`config.mk`:
```
export PLATFORM = sky130hd
export DESIGN_NAME = asram_timing_gen
export DESIGN_NICKNAME = d
export VERILOG_FILES = /design/src/rtl/asram_pkg.sv /design/src/rtl/asram_cfg_check.sv /design/src/rtl/asram_seq.sv /design/src/rtl/asram_lane.sv /design/src/rtl/asram_timing_gen.sv
export SDC_FILE = /design/constraint.sdc
export NUM_CORES = 1
export LEC_CHECK = 0
export BUFFER_PORTS_ARGS = -buffer_cell sky130_fd_sc_hd__buf_2
export CORE_MARGIN = 10
export CORE_UTILIZATION = 50
export CTS_CLUSTER_SIZE = 30
export DETAILED_ROUTE_END_ITERATION = 10
export PLACE_DENSITY = 0.8
export SLEW_MARGIN = 30
export SYNTH_ARGS = -nofsm -noshare
export SYNTH_HDL_FRONTEND = slang
export SYNTH_SLANG_ARGS = --single-unit
```
`constraint.sdc`:
```
create_clock -name clk -period 3.75 [get_ports clk]
set_input_delay 0.375 -clock clk [delete_from_list [all_inputs] [get_ports clk]]
set_output_delay 0.375 -clock clk [all_outputs]
set_load 0.01 [all_outputs]
```
`src/rtl/asram_pkg.sv`:
```
package asram_pkg;

  localparam int SET_CODE_W = 6;
  localparam int PUL_CODE_W = 7;
  localparam int CYC_CODE_W = 9;

  // expanded widths: 128+31, 256+63, 768+127
  localparam int SET_W = 8;
  localparam int PUL_W = 9;
  localparam int CYC_W = 10;

  localparam int LANES = 4;

  typedef enum logic [1:0] {
    LN_WE  = 2'd0,
    LN_CSW = 2'd1,
    LN_RD  = 2'd2,
    LN_CSR = 2'd3
  } lane_e;

  function automatic logic [SET_W-1:0] expand_setup(input logic [SET_CODE_W-1:0] c);
    logic [SET_W-1:0] v;
    v = {3'b000, c[4:0]};
    if (c[5]) v = v + SET_W'(128);
    return v;
  endfunction

  function automatic logic [PUL_W-1:0] expand_pulse(input logic [PUL_CODE_W-1:0] c);
    logic [PUL_W-1:0] v;
    v = {3'b000, c[5:0]};
    if (c[6]) v = v + PUL_W'(256);
    return v;
  endfunction

  function automatic logic [CYC_W-1:0] expand_cycle(input logic [CYC_CODE_W-1:0] c);
    return {c[8:7], 8'h00} + {3'b000, c[6:0]};
  endfunction

endpackage

```
`src/rtl/asram_cfg_check.sv`:
```
module asram_cfg_check
  import asram_pkg::*;
(
  input  logic [LANES-1:0][SET_CODE_W-1:0] set_codes,
  input  logic [LANES-1:0][PUL_CODE_W-1:0] pul_codes,
  input  logic [CYC_CODE_W-1:0]            cyc_code,
  output logic [LANES-1:0][SET_W-1:0]      lane_setup,
  output logic [LANES-1:0][CYC_W-1:0]      lane_end,
  output logic [CYC_W-1:0]                 cyc_len,
  output logic                             cfg_err
);

  logic [LANES-1:0] lane_bad;

  assign cyc_len = expand_cycle(cyc_code);

  for (genvar g = 0; g < LANES; g++) begin : g_lane
    logic [PUL_W-1:0] pul;
    assign lane_setup[g] = expand_setup(set_codes[g]);
    assign pul           = expand_pulse(pul_codes[g]);
    assign lane_end[g]   = CYC_W'(lane_setup[g]) + CYC_W'(pul);
    assign lane_bad[g]   = (pul == '0) || (lane_end[g] > cyc_len);
  end

  assign cfg_err = |lane_bad;

endmodule

```
`src/rtl/asram_seq.sv`:
```
module asram_seq
  import asram_pkg::*;
(
  input  logic             clk,
  input  logic             rst_n,
  input  logic             start,
  input  logic [CYC_W-1:0] cyc_len,
  output logic             busy_q,
  output logic             busy_nxt,
  output logic [CYC_W-1:0] cnt_nxt,
  output logic             last,
  output logic             done_q
);

  logic [CYC_W-1:0] cnt_q;

  assign last = busy_q && (cnt_q == (cyc_len - CYC_W'(1)));

  always_comb begin
    busy_nxt = busy_q;
    cnt_nxt  = cnt_q;
    if (start) begin
      busy_nxt = 1'b1;
      cnt_nxt  = '0;
    end else if (busy_q) begin
      if (last) begin
        busy_nxt = 1'b0;
        cnt_nxt  = '0;
      end else begin
        cnt_nxt  = cnt_q + CYC_W'(1);
      end
    end
  end

  always_ff @(posedge clk or negedge rst_n) begin
    if (!rst_n) begin
      busy_q <= 1'b0;
      cnt_q  <= '0;
      done_q <= 1'b0;
    end else begin
      busy_q <= busy_nxt;
      cnt_q  <= cnt_nxt;
      done_q <= last;
    end
  end

  AST_DONE_SINGLE: assert property (@(posedge clk) disable iff (!rst_n)
    done_q |=> !done_q);
  AST_CNT_IN_RANGE: assert property (@(posedge clk) disable iff (!rst_n)
    busy_q |-> (cnt_q < cyc_len));

endmodule

```
`src/rtl/asram_lane.sv`:
```
module asram_lane
  import asram_pkg::*;
(
  input  logic             clk,
  input  logic             rst_n,
  input  logic             en_nxt,
  input  logic             busy_nxt,
  input  logic [CYC_W-1:0] cnt_nxt,
  input  logic [SET_W-1:0] setup,
  input  logic [CYC_W-1:0] lane_end,
  output logic             lane_n_q,
  output logic             rise
);

  logic lane_n_d;
  logic in_window;

  assign in_window = (cnt_nxt >= CYC_W'(setup)) && (cnt_nxt < lane_end);
  assign lane_n_d  = !(busy_nxt && en_nxt && in_window);
  assign rise      = !lane_n_q && lane_n_d;

  always_ff @(posedge clk or negedge rst_n) begin
    if (!rst_n) lane_n_q <= 1'b1;
    else        lane_n_q <= lane_n_d;
  end

  AST_RISE_ENDS_LOW: assert property (@(posedge clk) disable iff (!rst_n)
    rise |=> lane_n_q);

endmodule

```
`src/rtl/asram_timing_gen.sv`:
```
module asram_timing_gen
  import asram_pkg::*;
#(
  parameter int ADDR_W = 16,
  parameter int DATA_W = 16
) (
  input  logic              clk,
  input  logic              rst_n,
  input  logic [5:0]        cfg_we_setup,
  input  logic [5:0]        cfg_csw_setup,
  input  logic [5:0]        cfg_rd_setup,
  input  logic [5:0]        cfg_csr_setup,
  input  logic [6:0]        cfg_we_pulse,
  input  logic [6:0]        cfg_csw_pulse,
  input  logic [6:0]        cfg_rd_pulse,
  input  logic [6:0]        cfg_csr_pulse,
  input  logic [8:0]        cfg_cycle,
  input  logic              cfg_rd_on_cs,
  input  logic              cfg_wr_on_cs,
  output logic              cfg_err,
  input  logic              req_valid,
  input  logic              req_write,
  input  logic [ADDR_W-1:0] req_addr,
  input  logic [DATA_W-1:0] req_wdata,
  output logic              req_ready,
  output logic              rsp_done,
  output logic [DATA_W-1:0] rsp_rdata,
  output logic [ADDR_W-1:0] mem_addr,
  output logic [DATA_W-1:0] mem_dout,
  output logic              mem_dout_oe,
  input  logic [DATA_W-1:0] mem_din,
  output logic              mem_cs_n,
  output logic              mem_rd_n,
  output logic              mem_wr_n
);

  localparam int IWE  = int'(LN_WE);
  localparam int ICSW = int'(LN_CSW);
  localparam int IRD  = int'(LN_RD);
  localparam int ICSR = int'(LN_CSR);

  // reset: asserted asynchronously, released on a clock edge
  logic [1:0] rst_pipe;
  logic       rst_sync_n;

  always_ff @(posedge clk or negedge rst_n) begin
    if (!rst_n) rst_pipe <= 2'b00;
    else        rst_pipe <= {rst_pipe[0], 1'b1};
  end
  assign rst_sync_n = rst_pipe[1];

  // configuration decode
  logic [LANES-1:0][SET_CODE_W-1:0] set_codes;
  logic [LANES-1:0][PUL_CODE_W-1:0] pul_codes;
  logic [LANES-1:0][SET_W-1:0]      lane_setup;
  logic [LANES-1:0][CYC_W-1:0]      lane_end;
  logic [CYC_W-1:0]                 cyc_len;

  assign set_codes[IWE]  = cfg_we_setup;
  assign set_codes[ICSW] = cfg_csw_setup;
  assign set_codes[IRD]  = cfg_rd_setup;
  assign set_codes[ICSR] = cfg_csr_setup;
  assign pul_codes[IWE]  = cfg_we_pulse;
  assign pul_codes[ICSW] = cfg_csw_pulse;
  assign pul_codes[IRD]  = cfg_rd_pulse;
  assign pul_codes[ICSR] = cfg_csr_pulse;

  asram_cfg_check u_cfg (
    .set_codes  (set_codes),
    .pul_codes  (pul_codes),
    .cyc_code   (cfg_cycle),
    .lane_setup (lane_setup),
    .lane_end   (lane_end),
    .cyc_len    (cyc_len),
    .cfg_err    (cfg_err)
  );

  // sequencing
  logic             start;
  logic             busy_q;
  logic             busy_nxt;
  logic [CYC_W-1:0] cnt_nxt;
  logic             last;
  logic             done_q;

  assign req_ready = !busy_q && !cfg_err && rst_sync_n;
  assign start     = req_valid && req_ready;

  asram_seq u_seq (
    .clk      (clk),
    .rst_n    (rst_sync_n),
    .start    (start),
    .cyc_len  (cyc_len),
    .busy_q   (busy_q),
    .busy_nxt (busy_nxt),
    .cnt_nxt  (cnt_nxt),
    .last     (last),
    .done_q   (done_q)
  );

  // request registers
  logic              op_write_q;
  logic              op_write_nxt;
  logic [ADDR_W-1:0] addr_q;
  logic [DATA_W-1:0] wdata_q;

  assign op_write_nxt = start ? req_write : op_write_q;

  always_ff @(posedge clk or negedge rst_sync_n) begin
    if (!rst_sync_n) begin
      op_write_q <= 1'b0;
      addr_q     <= '0;
      wdata_q    <= '0;
    end else if (start) begin
      op_write_q <= req_write;
      addr_q     <= req_addr;
      wdata_q    <= req_wdata;
    end
  end

  // timing lanes
  logic [LANES-1:0] lane_n;
  logic [LANES-1:0] lane_rise;
  logic [LANES-1:0] lane_en;

  assign lane_en[IWE]  = op_write_nxt;
  assign lane_en[ICSW] = op_write_nxt;
  assign lane_en[IRD]  = !op_write_nxt;
  assign lane_en[ICSR] = !op_write_nxt;

  for (genvar g = 0; g < LANES; g++) begin : g_lane
    asram_lane u_lane (
      .clk      (clk),
      .rst_n    (rst_sync_n),
      .en_nxt   (lane_en[g]),
      .busy_nxt (busy_nxt),
      .cnt_nxt  (cnt_nxt),
      .setup    (lane_setup[g]),
      .lane_end (lane_end[g]),
      .lane_n_q (lane_n[g]),
      .rise     (lane_rise[g])
    );
  end

  // read data capture on the selected rising edge
  logic              cap_en;
  logic [DATA_W-1:0] rdata_q;

  assign cap_en = lane_rise[cfg_rd_on_cs ? ICSR : IRD];

  always_ff @(posedge clk or negedge rst_sync_n) begin
    if (!rst_sync_n)  rdata_q <= '0;
    else if (cap_en)  rdata_q <= mem_din;
  end

  // bus outputs
  logic wr_frame_n;

  assign wr_frame_n  = cfg_wr_on_cs ? lane_n[ICSW] : lane_n[IWE];
  assign mem_cs_n    = op_write_q ? lane_n[ICSW] : lane_n[ICSR];
  assign mem_rd_n    = lane_n[IRD];
  assign mem_wr_n    = lane_n[IWE];
  assign mem_dout_oe = op_write_q && !wr_frame_n;
  assign mem_dout    = wdata_q;
  assign mem_addr    = addr_q;
  assign rsp_done    = done_q;
  assign rsp_rdata   = rdata_q;

  AST_ERR_NO_START: assert property (@(posedge clk) disable iff (!rst_sync_n)
    (cfg_err && !busy_q) |=> !busy_q);
  AST_ADDR_HOLD: assert property (@(posedge clk) disable iff (!rst_sync_n)
    (busy_q && !last) |=> $stable(mem_addr));
  AST_STROBE_EXCL: assert property (@(posedge clk) disable iff (!rst_sync_n)
    (mem_rd_n || mem_wr_n));
  AST_OE_WRITE_ONLY: assert property (@(posedge clk) disable iff (!rst_sync_n)
    mem_dout_oe |-> (op_write_q && busy_q));

endmodule

```
==> impl_metrics.prom <==
# TYPE chip_impl_metric gauge
chip_impl_metric{name="netlist_area",unit="um2"} 6220
chip_impl_info{name="setup.worst_path.end_class",value="register"} 1
chip_impl_metric{name="pin_count_of_the_biggest_net_entering_global_routing",unit=""} 67
chip_impl_metric{name="number_of_clock_sinks",unit=""} 67
chip_impl_info{name="hold_ep",value="mem_dout[1]$_DFFE_PN0P_"} 1
chip_impl_metric{name="final_net_count",unit=""} 1200
chip_impl_metric{name="flow.area_growth_from_synthesis",unit="%"} 46.8
chip_impl_metric{name="netlist-cell-type-count",unit=""} 64
chip_impl_metric{name="post_route_cells_drive_above_1_share",unit="%"} 45.7
chip_impl_info{name="tritoncts",value="yes"} 1
chip_impl_metric{name="finalCriticalPeriod",unit="ns"} 5.32
chip_impl_info{name="timing.hold.worst.start",value="req_wdata[1]"} 1
chip_impl_metric{name="die_h",unit="um"} 132
chip_impl_metric{name="overall_track_demand_over_capacity_in_global_routing",unit="%"} 24.1
chip_impl_metric{name="synthMuxAreaShare",unit="%"} 6.29
chip_impl_metric{name="grt_overflow_total",unit=""} 0
chip_impl_metric{name="r2r_slack",unit="ns"} -0.62
chip_impl_metric{name="postRouteAntennaNets",unit=""} 0
chip_impl_metric{name="syn-mean-instance-area",unit="um2"} 9.46
chip_impl_info{name="most_area_consuming_cells_after_synthesis",value="dfrtp_1 25%, ha_1 21%, mux2_2 6.0%"} 1
chip_impl_metric{name="starting_density_of_the_core",unit="%"} 51.4
chip_impl_metric{name="cts.reportedPaths.clkPinSlew",unit="ns"} 0.06
chip_impl_metric{name="timing.setup.tns",unit="ns"} -27.68
chip_impl_metric{name="insertedDiodeCount",unit=""} 0
chip_impl_metric{name="synthesis.yosys.warnings",unit=""} 0
chip_impl_info{name="hold_path.class",value="primary input to register"} 1
chip_impl_metric{name="gp_congestion",unit=""} 0.935
chip_impl_metric{name="wl",unit="um"} 23500
chip_impl_metric{name="drt_drc_violations_left",unit=""} 0
chip_impl_info{name="violations",value="negative setup slack"} 1
chip_impl_metric{name="hold_viol",unit=""} 0
chip_impl_metric{name="setup_ws",unit="ns"} -1.57
chip_impl_metric{name="cts.path.max_buffers",unit=""} 2
chip_impl_metric{name="yosys.area_share.xor_xnor",unit="%"} 5.03
chip_impl_metric{name="synth-simple-area-share",unit="%"} 13.5
chip_impl_metric{name="wl_per_cell",unit="um"} 20.5
chip_impl_metric{name="cp.arrival",unit="ns"} 5.51
chip_impl_metric{name="net_count_of_the_mapped_netlist",unit=""} 883
chip_impl_metric{name="detailedRoute.firstPassIterationCount",unit=""} 5
chip_impl_metric{name="first_global_vias",unit=""} 6915
chip_impl_metric{name="postSynthCellCount",unit=""} 658
chip_impl_metric{name="layout_worst_path_cycle_share",unit="%"} 142
chip_impl_metric{name="setup_viol_count_final",unit=""} 22
chip_impl_metric{name="io_pins",unit=""} 170
chip_impl_info{name="outcome",value="complete, but fails checks"} 1
chip_impl_metric{name="hpwl",unit="um"} 16800
chip_impl_metric{name="post_synth_fa_ha_maj_area_fraction",unit="%"} 22.6
chip_impl_info{name="combinational_family_with_the_most_area_after_synthesis",value="adder cells"} 1
chip_impl_metric{name="worst-r2r-cell-count",unit=""} 18
chip_impl_info{name="timing.critical_path.from_type",value="primary input"} 1
chip_impl_info{name="regToRegStartpoint",value="u_seq.cnt_q[5]$_DFF_PN0_"} 1
chip_impl_info{name="root_buffer",value="clkbuf_16"} 1
chip_impl_metric{name="fp-row-count",unit=""} 40
chip_impl_info{name="yosys-top-cells-count",value="106 x ha_1, 71 x inv_1, 63 x dfrtp_1"} 1
chip_impl_metric{name="max-vdd-ir-drop",unit="V"} 0.000336
chip_impl_metric{name="worstPathMaxFanout",unit=""} 6
chip_impl_metric{name="synthDominantCellAreaShare",unit="%"} 25.3
chip_impl_metric{name="synth_enable_flop_cells",unit=""} 0
chip_impl_metric{name="ys_async_sr_fraction",unit="%"} 100
chip_impl_info{name="crit-reg2reg-capture",value="rsp_rdata[10]$_DFFE_PN0P_"} 1
chip_impl_metric{name="report.final.slew_viol_count",unit=""} 0
chip_impl_metric{name="worst_pin_slew",unit="ns"} 0.817
chip_impl_metric{name="design.die.area",unit="um2"} 17300
chip_impl_metric{name="io_buffers",unit=""} 169
chip_impl_metric{name="maxCapViolations",unit=""} 0
chip_impl_metric{name="yosys_register_bits",unit=""} 67
chip_impl_metric{name="postLayoutCoreUtil",unit="%"} 75.4
chip_impl_info{name="synthDominantAreaCellType",value="dfrtp_1"} 1
chip_impl_info{name="synthFlopType",value="dfrtp_1"} 1
chip_impl_metric{name="total_leakage_power",unit="uW"} 0.00481
chip_impl_metric{name="via_count",unit=""} 6806
chip_impl_metric{name="worst_skew_pair.late_latency",unit="ns"} 0.33
chip_impl_metric{name="fillCellCount",unit=""} 813
chip_impl_metric{name="numCtsBuffers",unit=""} 9
chip_impl_metric{name="worst_hold_path.num_cells",unit=""} 2
chip_impl_metric{name="width_of_the_die",unit="um"} 132
chip_impl_info{name="critPathKind",value="primary input to register"} 1
chip_impl_metric{name="vias_per_cell",unit=""} 5.93
chip_impl_metric{name="worst_ep_required_time",unit="ns"} 3.94
chip_impl_info{name="yosysMostFrequentCell",value="ha_1"} 1
chip_impl_metric{name="first_pass_grt_wire_length",unit="um"} 34700
chip_impl_metric{name="slew_headroom",unit="%"} 45.5
chip_impl_metric{name="core_area",unit="um2"} 12100
chip_impl_metric{name="synth_compound_area_share",unit="%"} 19.7
chip_impl_metric{name="max_freq",unit="GHz"} 0.188
chip_impl_metric{name="antenna_found_initial",unit=""} 0
chip_impl_metric{name="place_area",unit="um2"} 8350
chip_impl_metric{name="htree_num_levels",unit=""} 3
chip_impl_metric{name="power.density",unit="nW/um2"} 680
chip_impl_info{name="rsz0062_at_grt",value="yes"} 1
chip_impl_metric{name="fin_area",unit="um2"} 9140
chip_impl_metric{name="synth_seq_area_share",unit="%"} 27.0
chip_impl_metric{name="detail_route.iter0.violations",unit=""} 566
chip_impl_metric{name="post_route_clock_skew",unit="ns"} 0.00638
==> worst max-delay path, cell delays in order <==
cell,delay (ns)
buf_2,0.11
ha_2,0.20
fa_2,0.39
a21oi_1,0.16
nor2_1,0.05
nor2_1,0.11
nor2b_1,0.06
o21a_1,0.22
ha_1,0.19
nor3_1,0.18
or3_1,0.20
nand4b_1,0.13
a22o_1,0.24
or2_4,0.28
o21ai_4,0.27
nor2_4,0.11
ha_4,0.17
a21o_1,0.21
a211oi_2,0.32
a22oi_2,0.09
a211oi_2,0.23
nor2_1,0.09
o311a_1,0.13
a211o_4,0.39
buf_6,0.15
o211ai_1,0.30
o211ai_2,0.13
==> sequential cells by signal, indices dropped and copies added (netlist names), 2 cells and up <==
name                    count
mem_addr                   16
mem_dout                   16
rsp_rdata                  16
u_seq.cnt_q                10
g_lane.u_lane.lane_n_q      4
rst_pipe                    2
==> routing by layer <==
metal	vias to the layer above	GRT usage, %	routed length (um)
li1	3055	-	-
met1	3198	27.0	8600
met2	422	42.4	11500
met3	131	5.37	1950
met4	0	11.5	1460
met5	-	0	0
==> repair_timing <==
item / 4_1_cts / 5_1_grt
pin swaps: 11 / 42
gates cloned: 3 / 0
setup buffers: 7 / 10
setup endpoints to repair: 53 / 54
hold buffers: 1 / 0
hold endpoints to repair: 2 / 0
gates resized for setup: 24 / 49
==> area by class of cell <==
| class | instances | area (um2) | share of cell area [%] |
|---|---|---|---|
| sequential | 67 | 1680 | 18.4 |
| tap | 168 | 210 | 2.30 |
| multi-input combinational | 501 | 4530 | 49.6 |
| clock inverter | 7 | 82.6 | 0.904 |
| inverter | 72 | 270 | 2.96 |
| clock buffer | 9 | 225 | 2.47 |
| timing repair buffer | 324 | 2130 | 23.4 |
==> worst max-delay path by stage <==
stage / start / end / slack [ns] / cells after the start
after global routing: cfg_csr_setup[1] / rsp_rdata[1]$_DFFE_PN0P_ / -1.72 / 26
after detailed placement: cfg_rd_setup[0] / rsp_rdata[15]$_DFFE_PN0P_ / -1.66 / 27
after CTS: cfg_csr_setup[0] / rsp_rdata[15]$_DFFE_PN0P_ / -1.23 / 27
after global placement: cfg_csw_setup[0] / rsp_rdata[6]$_DFFE_PN0P_ / -1.51 / 25
final: cfg_csw_setup[0] / rsp_rdata[10]$_DFFE_PN0P_ / -1.57 / 27
after floorplan: cfg_csr_setup[0] / rsp_rdata[10]$_DFFE_PN0P_ / -1.37 / 28
==> cell families (layout without fill, tap and decap cells) <==
kind of cell             count (synthesis)  count (layout)
AO/OA/AOI/OAI                          165             166
AND/OR/NAND/NOR                        155             155
adder cells (fa/ha/maj)                110             110
buffers and inverters                   91             412
flip-flops                              67              67
multiplexers                            35              35
XOR/XNOR                                34              34
other                                    1               1
==> placed cells by master (no fill, tap or decap), types with 5 or more instances in the layout <==
cell type	count
mux2_2	33
a21oi_2	11
nor3_1	6
nand2_1	19
o21ai_0	25
a21o_1	18
nor3_2	6
xnor2_1	21
nor4_1	7
buf_2	165
o21bai_1	7
o21a_1	6
buf_6	11
a21oi_1	17
inv_1	70
or3_1	5
o211ai_2	10
nor2b_1	18
nor2_1	28
or4_1	6
buf_4	140
o211ai_1	27
xor2_1	11
nand3_1	19
ha_4	9
a211o_1	8
nand4_1	10
dfrtp_1	62
ha_1	95
clkbuf_16	9
==> power by group <==
part           switching [uW]  internal (uW)
clock                     338            526
combinational            2160           1950
sequential                194           1040
==> per-stage QoR <==
| stage | instances | hold slack, ns | setup WS [ns] | power [uW] |
|---|---|---|---|---|
| after floorplan | 658 | 0.0794 | -1.37 | 3360 |
| after global placement | 1112 | 0.161 | -1.51 | 4640 |
| after detailed placement | 1112 | 0.162 | -1.66 | 4780 |
| after CTS | 1139 | 0.273 | -1.23 | 5830 |
| after global routing | 1148 | 0.270 | -1.72 | 6580 |
| final | 1148 | 0.283 | -1.57 | 6210 |
No activity file was read; power rests on OpenSTA's default activity.
